### config.mk
export PLATFORM = sky130hd
export DESIGN_NAME = dreq_accept
export DESIGN_NICKNAME = d
export VERILOG_FILES = /design/src/rtl/dreq_pkg.sv /design/src/rtl/dreq_sync.sv /design/src/rtl/dreq_ctrl.sv /design/src/rtl/dreq_seq.sv /design/src/rtl/dreq_accept.sv
export SDC_FILE = /design/constraint.sdc
export NUM_CORES = 1
export LEC_CHECK = 0
export BUFFER_PORTS_ARGS = -buffer_cell sky130_fd_sc_hd__buf_4
export CORE_MARGIN = 2
export CORE_UTILIZATION = 35
export DETAILED_ROUTE_END_ITERATION = 12
export PLACE_DENSITY = 0.64
export SLEW_MARGIN = 20
export SYNTH_ARGS = -nofsm -noshare
export SYNTH_HDL_FRONTEND = slang
export SYNTH_SLANG_ARGS = --single-unit
### constraint.sdc
create_clock -name clk -period 2.23 [get_ports clk]
set_clock_uncertainty 0.1 [all_clocks]
set_input_delay 0.1115 -clock clk [delete_from_list [all_inputs] [get_ports clk]]
set_output_delay 0.1115 -clock clk [all_outputs]
set_load 0.05 [all_outputs]
### src/rtl/dreq_pkg.sv
`timescale 1ns/1ps
package dreq_pkg;

    typedef enum logic [2:0] {
        ST_IDLE,
        ST_HOLD,
        ST_BUSREQ,
        ST_READ,
        ST_WRITE,
        ST_DEAD
    } seq_state_t;

endpackage

### src/rtl/dreq_sync.sv
`timescale 1ns/1ps
module dreq_sync #(
    parameter int STAGES = 2
) (
    input  logic clk,
    input  logic rst_n,
    input  logic d_n,
    output logic q_n
);

    logic [STAGES-1:0] chain;

    genvar i;
    generate
        for (i = 0; i < STAGES; i++) begin : g_stage
            if (i == 0) begin : g_first
                always_ff @(posedge clk or negedge rst_n) begin
                    if (!rst_n) chain[0] <= 1'b1;
                    else        chain[0] <= d_n;
                end
            end else begin : g_rest
                always_ff @(posedge clk or negedge rst_n) begin
                    if (!rst_n) chain[i] <= 1'b1;
                    else        chain[i] <= chain[i-1];
                end
            end
        end
    endgenerate

    assign q_n = chain[STAGES-1];

endmodule

### src/rtl/dreq_ctrl.sv
`timescale 1ns/1ps
module dreq_ctrl #(
    parameter int CNT_W = 8,
    parameter int LEN_W = 4
) (
    input  logic             clk,
    input  logic             rst_n,
    input  logic             cfg_wr,
    input  logic             cfg_enable,
    input  logic [CNT_W-1:0] cfg_blocks,
    input  logic [LEN_W-1:0] cfg_beats,
    input  logic             seq_idle,
    input  logic             blk_end,
    output logic             accept_en,
    output logic [LEN_W-1:0] beats_q,
    output logic             done
);

    localparam logic [CNT_W-1:0] ONE = CNT_W'(1);

    logic [CNT_W-1:0] left_q;
    logic             last_blk;
    logic             set_ok;

    assign last_blk = (left_q == ONE);
    assign set_ok   = cfg_wr && cfg_enable && seq_idle && (cfg_blocks != '0);

    always_ff @(posedge clk or negedge rst_n) begin
        if (!rst_n) begin
            accept_en <= 1'b0;
            left_q    <= '0;
            beats_q   <= '0;
            done      <= 1'b0;
        end else begin
            done <= blk_end && last_blk;
            if (set_ok) begin
                accept_en <= 1'b1;
                left_q    <= cfg_blocks;
                beats_q   <= cfg_beats;
            end else begin
                if (blk_end) begin
                    left_q <= left_q - ONE;
                    if (last_blk) accept_en <= 1'b0;
                end
                if (cfg_wr && !cfg_enable) accept_en <= 1'b0;
            end
        end
    end

    // completion pulse lasts one cycle and leaves the channel closed
    a_r7_done_single: assert property (@(posedge clk) disable iff (!rst_n)
        done |=> !done);
    a_r7_done_closed: assert property (@(posedge clk) disable iff (!rst_n)
        done |-> !accept_en);
    // an enabling write with a zero count leaves a closed channel closed
    a_r1_zero_count: assert property (@(posedge clk) disable iff (!rst_n)
        (cfg_wr && cfg_enable && cfg_blocks == '0 && !accept_en) |=> !accept_en);
    // a disabling write always closes the channel
    a_r8_disable: assert property (@(posedge clk) disable iff (!rst_n)
        (cfg_wr && !cfg_enable) |=> !accept_en);

endmodule

### src/rtl/dreq_seq.sv
`timescale 1ns/1ps
module dreq_seq
    import dreq_pkg::*;
#(
    parameter int LEN_W   = 4,
    parameter int CLR_CYC = 2
) (
    input  logic             clk,
    input  logic             rst_n,
    input  logic             accept_en,
    input  logic             sync_req_n,
    input  logic [LEN_W-1:0] beats_q,
    input  logic             bus_gnt,
    output logic             bus_req,
    output logic             rd_cyc,
    output logic             wr_cyc,
    output logic             seq_idle,
    output logic             blk_end
);

    localparam int HOLD_W = (CLR_CYC > 1) ? $clog2(CLR_CYC) : 1;
    localparam logic [HOLD_W-1:0] HOLD_LAST = HOLD_W'(CLR_CYC - 1);

    seq_state_t       state, nxt;
    logic [HOLD_W-1:0] hcnt;
    logic [LEN_W-1:0]  beat;

    always_comb begin
        nxt = state;
        unique case (state)
            ST_IDLE:   if (accept_en && !sync_req_n) nxt = ST_HOLD;
            ST_HOLD:   if (hcnt == HOLD_LAST) nxt = ST_BUSREQ;
            ST_BUSREQ: if (bus_gnt) nxt = ST_READ;
            ST_READ:   nxt = ST_WRITE;
            ST_WRITE:  nxt = (beat == beats_q) ? ST_DEAD : ST_READ;
            ST_DEAD:   nxt = ST_IDLE;
            default:   nxt = ST_IDLE;
        endcase
    end

    always_ff @(posedge clk or negedge rst_n) begin
        if (!rst_n) begin
            state <= ST_IDLE;
            hcnt  <= '0;
            beat  <= '0;
        end else begin
            state <= nxt;
            if (state == ST_HOLD) hcnt <= hcnt + 1'b1;
            else                  hcnt <= '0;
            if (state == ST_BUSREQ)     beat <= '0;
            else if (state == ST_WRITE) beat <= beat + 1'b1;
        end
    end

    always_comb begin
        bus_req  = 1'b0;
        rd_cyc   = 1'b0;
        wr_cyc   = 1'b0;
        seq_idle = 1'b0;
        blk_end  = 1'b0;
        unique case (state)
            ST_IDLE:   seq_idle = 1'b1;
            ST_HOLD:   ;
            ST_BUSREQ: bus_req = 1'b1;
            ST_READ:   begin bus_req = 1'b1; rd_cyc = 1'b1; end
            ST_WRITE:  begin bus_req = 1'b1; wr_cyc = 1'b1; end
            ST_DEAD:   blk_end = 1'b1;
            default:   ;
        endcase
    end

    // the bus is requested only after the clearance hold
    a_r3_busreq_after_hold: assert property (@(posedge clk) disable iff (!rst_n)
        (state == ST_BUSREQ && $past(state) != ST_BUSREQ) |-> $past(state) == ST_HOLD);
    // no latch while a block is requested, running or releasing
    a_r4_closed: assert property (@(posedge clk) disable iff (!rst_n)
        (bus_req || blk_end) |=> state != ST_HOLD);
    // every read is directly followed by its write
    a_r5_pairing: assert property (@(posedge clk) disable iff (!rst_n)
        rd_cyc |=> wr_cyc);
    // the final write is followed by a dead cycle with the bus released
    a_r6_dead_cycle: assert property (@(posedge clk) disable iff (!rst_n)
        (wr_cyc && beat == beats_q) |=> (!bus_req && blk_end));
    // no read before the grant
    a_r10_wait_grant: assert property (@(posedge clk) disable iff (!rst_n)
        (state == ST_BUSREQ && !bus_gnt) |=> !rd_cyc);

endmodule

### src/rtl/dreq_accept.sv
`timescale 1ns/1ps
module dreq_accept #(
    parameter int CNT_W       = 8,
    parameter int LEN_W       = 4,
    parameter int SYNC_STAGES = 2,
    parameter int CLR_CYC     = 2
) (
    input  logic             clk,
    input  logic             rst_n,
    input  logic             cfg_wr,
    input  logic             cfg_enable,
    input  logic [CNT_W-1:0] cfg_blocks,
    input  logic [LEN_W-1:0] cfg_beats,
    input  logic             xfer_req_n,
    input  logic             bus_gnt,
    output logic             bus_req,
    output logic             rd_cyc,
    output logic             wr_cyc,
    output logic             done
);

    logic             sync_req_n;
    logic             accept_en;
    logic             seq_idle;
    logic             blk_end;
    logic [LEN_W-1:0] beats_q;

    dreq_sync #(.STAGES(SYNC_STAGES)) u_sync (
        .clk (clk),
        .rst_n (rst_n),
        .d_n (xfer_req_n),
        .q_n (sync_req_n)
    );

    dreq_ctrl #(.CNT_W(CNT_W), .LEN_W(LEN_W)) u_ctrl (
        .clk        (clk),
        .rst_n      (rst_n),
        .cfg_wr     (cfg_wr),
        .cfg_enable (cfg_enable),
        .cfg_blocks (cfg_blocks),
        .cfg_beats  (cfg_beats),
        .seq_idle   (seq_idle),
        .blk_end    (blk_end),
        .accept_en  (accept_en),
        .beats_q    (beats_q),
        .done       (done)
    );

    dreq_seq #(.LEN_W(LEN_W), .CLR_CYC(CLR_CYC)) u_seq (
        .clk        (clk),
        .rst_n      (rst_n),
        .accept_en  (accept_en),
        .sync_req_n (sync_req_n),
        .beats_q    (beats_q),
        .bus_gnt    (bus_gnt),
        .bus_req    (bus_req),
        .rd_cyc     (rd_cyc),
        .wr_cyc     (wr_cyc),
        .seq_idle   (seq_idle),
        .blk_end    (blk_end)
    );

    // the block is quiet while reset is applied
    a_r9_reset_quiet: assert property (@(posedge clk)
        !rst_n |-> (!bus_req && !rd_cyc && !wr_cyc));

endmodule

Yosys cells after proc, flatten, opt, wreduce, memory -nomap -nowiden. Cells that the tools add are included.

$add $sub $neg: 3. $mul: 0. Divide/modulo/power cells: 0. Order comparisons: 0. Equal/unequal tests: 10. Shifts and indexed selects: 0. Multiplexer cells: 19. Bitwise gates (word level): 0. Reductions and logical operators: 17.

Operators by type and width (count): $mux 8 (2); $pmux 3 s5 (1); $mux 3 (4); $mux 1 (10); $eq 8x1->1 const B (1); $mux 4 (2); $reduce_bool 8->1 (1); $sub 8x1->8 const B (1); $eq 3x2->1 const B (2); $eq 3x3->1 const B (2); $logic_and 1x1->1 (6); $reduce_bool 3->1 (2); $add 4x1->4 const B (1); $eq 4x4->1 (1); $ne 2x1->1 const B (2); $reduce_bool 2->1 (2); $eq 3x1->1 const B (1); $logic_not 3->1 (1); $reduce_and 3->1 (1); $reduce_or 3->1 (1); $logic_not 1->1 (2); $ne 2x2->1 const B (1); $reduce_and 2->1 (1); $add 1x1->1 const B (1).

Register bits after elaboration: 24. Bits in latches: 0. RAM bits: 0. Memory bits (read-only): 0. Input port bits: 18. Output and inout bits: 4. Logic and storage cells: 58. Memories kept: 0.

Longest topological paths before layout.
Depth after elaboration: 6. Gate-level depth with buffers: 6. Mapped depth without buffers: 6.

Cells and area by module. Synthesis repeated with hierarchy kept, for this count alone.

Cell total of the unflattened synthesis: 123. Area, all modules: 1295.0 um^2.

By module, submodules not included: dreq_ctrl (times used 1, cells each 63, area each 729.4 um^2, sequential area each 350.3 um^2); dreq_seq (times used 1, cells each 58, area each 513.0 um^2, sequential area each 200.2 um^2); dreq_sync (times used 1, cells each 2, area each 52.6 um^2, sequential area each 52.6 um^2).

Worst setup path before layout. Ideal clock, no wire load.

Path type: reg2reg. Start point: register u_seq.state[2]. End point: register u_seq.state[2]. Library setup time: 0.071 ns. Arrival time: 1.803 ns. Data required time: 2.059 ns. Setup slack: 0.256 ns. Cell stages (with the launch flop): 4. Period minus slack after synthesis: 1.974 ns. Cell sequence: dfrtp_1 -> buf_2 -> nor3_1 -> a21o_1.

Word-level cells in the longest chain between the ends: 3. Elaborated cells between the ends (all ways): 10.

RTL lines: start, declared (line dreq_seq.sv:24) `seq_state_t state, nxt;`; start signal, assigned (line dreq_seq.sv:47) `state <= nxt;`; $eq 3x1->1 (tied with other cells) (line dreq_seq.sv:30) `unique case (state)`; $ne 2x1->1 (no source line) or $ne 2x2->1 (tied branches); $reduce_and 3->1 (no source line).

Parallel ways exist; a longest one is shown, timed or not. A chain may end at the register's enable or synchronous reset.

Final worst setup path.
Start point: input cfg_blocks[4]. End point: register u_ctrl.beats_q[2].

Word-level cells in the longest chain between the ends: 2.

RTL lines: start, declared (line dreq_accept.sv:12) `input logic [CNT_W-1:0] cfg_blocks,`; $reduce_bool 8->1 (line dreq_ctrl.sv:26) `assign set_ok = cfg_wr && cfg_enable && seq_idle && (cfg_blocks != '0);`; $logic_and 1x1->1 (line dreq_ctrl.sv:26); end signal, assigned (line dreq_ctrl.sv:39) `beats_q <= cfg_beats;`; end, declared (line dreq_ctrl.sv:15) `output logic [LEN_W-1:0] beats_q,`.

Every way passes these cells.

==> impl_metrics.ini <==
[run_status]
status = complete, no violations

[logic_synthesis]
synth_flop_cell = dfrtp_1
synth_edf_count = 0
ys_ff_latch = 24
netlist_instances = 134
ys_types = 42
seq_area_frac_synth = 0.4648
synth_compound_area_frac = 0.2179
synth_top_family_by_area = compound AO/OA/AOI/OAI gates
synth_nets = 155
synthSimpleGateAreaFrac = 0.1726
async_flop_share = 1.000
yosys_warnings = 0
syn-mean-instance-area_um2 = 9.683
syn-cell-area_um2 = 1297
synth.area.mux_share = 0.03472
synthAdderAreaFrac = 0.02893
synth_xor_area_frac = 0.02700

[floorplanning]
die_area_um2 = 4210
die_w_um = 64.89
row_count = 22
start_util = 0.3598
pin_count = 22
die-height_um = 64.89
core_um2 = 3606

[worst_setup_path]
path_class = primary input to flop
crit_path_end_kind = flop
worstPathMaxFanout = 5
worstPathRequired_ps = 2280
crit_path_start_kind = primary input
cp.arrival_ps = 1930

[detailed_routing]
routedWlPerCell_um = 13.58
postRouteAntennaNets = 0
wl_um = 2919
drt_first_pass_iters = 4
viasPerCell = 5.251
first_iter_violations = 59
remaining_drc_errors = 0
vias = 1129

[power]
power_switching_mw = 0.7166
power.internal_mw = 1.035
seqPwrFrac = 0.458
finalPower_mw = 1.751
leakage_nw = 0.7398
comb_power_share = 0.392
peakVddDrop_mv = 0.5224
p_sw_frac = 0.4091
clockPowerShare = 0.151
cellPowerDensity_nw_per_um2 = 1056

[cells_and_area]
antennaDiodeCount = 0
drive_gt1_frac = 0.2096
final.fill_count = 351
area_growth_pct = 27.87
multiInputGateArea_um2 = 624.3
seqCellArea_um2 = 603.1
nets = 189

[sta]
layout_setup_ws_ps = 353.6
finalSetupViolations = 0
finalHoldViolations = 0
slew_headroom = 0.6560
rsz0062_at_grt = false
post-route-period-util = 0.8414
fmax_ghz = 0.5329
period_needed_ps = 1876
finalSetupTns_ps = 0
slew_viol_final = 0
tightest_slew_ps = 511.2

[grt]
antenna_found_initial = 0
grt_pass1_vias = 1212
grt_pass1_wl_um = 5168
grt_usage = 0.1552
grt-ovfl-total = 0
grt_max_degree = 25

[clock_network]
clk_latency_ps = 270
cts_buffer_depth = 2
cts_buffers = 3
cts_tree = done
cts.sinks = 24
htree_levels = 1
cts_root_buf = clkbuf_8
clkTransAtPathRegs_ps = 90
cts_setup_buffers = 0

[placement]
port_buffers = 21
post-place-ws_ps = 374.2
place.gp.congestion = 0.8890
dp_hpwl_um = 2163

[job]
maxCapViolCount = 0

[min_path]
hp-class = primary input to flop
## power by group through the flow
| stage | clock (mW) | combinational [mW] | sequential (mW) |
|---|---|---|---|
| after global routing | 0.291 | 0.768 | 0.831 |
| after CTS | 0.277 | 0.689 | 0.799 |
| after detailed placement | 0 | 0.662 | 0.808 |
| after global placement | 0 | 0.644 | 0.806 |
| final | 0.264 | 0.686 | 0.802 |
| after floorplan | 0 | 0.548 | 0.728 |
## critical path, stage by stage
cell           delay, ps
dlygate4sd3_1        540
buf_4                140
or4_4                550
o21ai_4              230
mux2_2               350
## final timing paths
check / startpoint / end / slack (ps) / cells after the start
setup / recovery: cfg_blocks[4] / u_ctrl.beats_q[2] / 350 / 5
hold / removal: cfg_blocks[0] / u_ctrl.left_q[0] / 10 / 3
setup reg to reg: u_seq.state[1] / u_ctrl.beats_q[2] / 350 / 4
hold reg to reg: u_sync.chain[0] / u_sync.q_n / 260 / 0
max in group asynchronous: rst_n / u_sync.chain[0] / 1570 / 2
min in group asynchronous: rst_n / u_ctrl.left_q[6] / 160 / 2
## area by class of cell
| type | count | share of cell area |
|---|---|---|
| sequential | 24 | 0.3635 |
| multi-input combinational | 93 | 0.3763 |
| timing repair buffer | 33 | 0.1674 |
| tap | 48 | 0.03620 |
| inverter | 13 | 0.02941 |
| clock buffer | 4 | 0.02715 |
## registers in the layout (all words and copies together) (netlist names)
| name | flops |
|---|---|
| u_ctrl.left_q | 8 |
| u_ctrl.accept_en | 1 |
| u_sync.q_n | 1 |
| u_seq.hcnt | 1 |
| u_seq.state | 3 |
| u_ctrl.done | 1 |
| u_seq.beat | 4 |
| u_ctrl.beats_q | 4 |
| u_sync.chain | 1 |
## metal layers
metal | vias to the layer above | wire, um | track usage
met2 | 26 | 1444 | 0.2758
met4 | 0 | 14 | 0.02660
met3 | 2 | 123 | 0.04167
li1 | 556 | - | -
met5 | - | 0 | 0
met1 | 545 | 1336 | 0.1896
## cell families (layout without fill, tap and decap cells)
kind of cell	Yosys count	count (layout)
DFF	24	24
muxes	4	4
and+or+nand+nor	37	37
xor gates and xnor gates	4	4
buffers and inverters	17	50
AOI/OAI and AO/OA	45	45
adders and majority gates	3	3
## cells in the mapped netlist (2+ instances only)
library cell  instances  area share
nand2b_1              3       0.014
dfrtp_1              22        0.42
inv_1                13       0.038
nand2_1               5       0.014
or4_4                 2       0.017
ha_1                  3       0.029
o22ai_1               2      0.0096
o211ai_1              2       0.012
a211oi_1              2       0.012
nor3_1                5       0.019
a21oi_1              10       0.039
o21ai_0              17       0.066
a22oi_1               2       0.012
mux2_2                4       0.035
xor2_1                4       0.027
dfstp_2               2       0.041
and3_1                3       0.014
nor4_1                3       0.014
nand4_1               2      0.0096
nor4b_1               2       0.014
buf_2                 2      0.0077
nor2_1                4       0.012
## metrics by stage
stage / util / hold slack [ps] / std cells / cell area, um^2
2_1_floorplan: - / -284.1 / 134 / 1297
3_3_place_gp: 0.4143 / -70.98 / 199 / 1494
3_5_place_dp: 0.4143 / -69.41 / 199 / 1494
4_1_cts: 0.4601 / 9.989 / 215 / 1659
5_1_grt: 0.4601 / 13.20 / 215 / 1659
6_report: 0.4601 / 14.13 / 215 / 1659
## what timing repair did
| item | in CTS | in global routing |
|---|---|---|
| hold buffers | 12 | 0 |
| gates resized for setup | 0 | 0 |
| setup endpoints to repair | 0 | 0 |
| hold endpoints to repair | 35 | 0 |
## layout by cell type (no fill, tap or decap), drive strengths merged, types with 3 or more instances in the layout
cell type / n
a21oi: 10
and3: 3
buf: 21
clkbuf: 4
dfrtp: 22
dlygate4sd3: 12
ha: 3
inv: 13
mux2: 4
nand2: 5
nand2b: 3
nor2: 5
nor3: 5
nor4: 3
o21ai: 19
xor2: 4
Note: power is estimated with default switching activity, not from simulation.
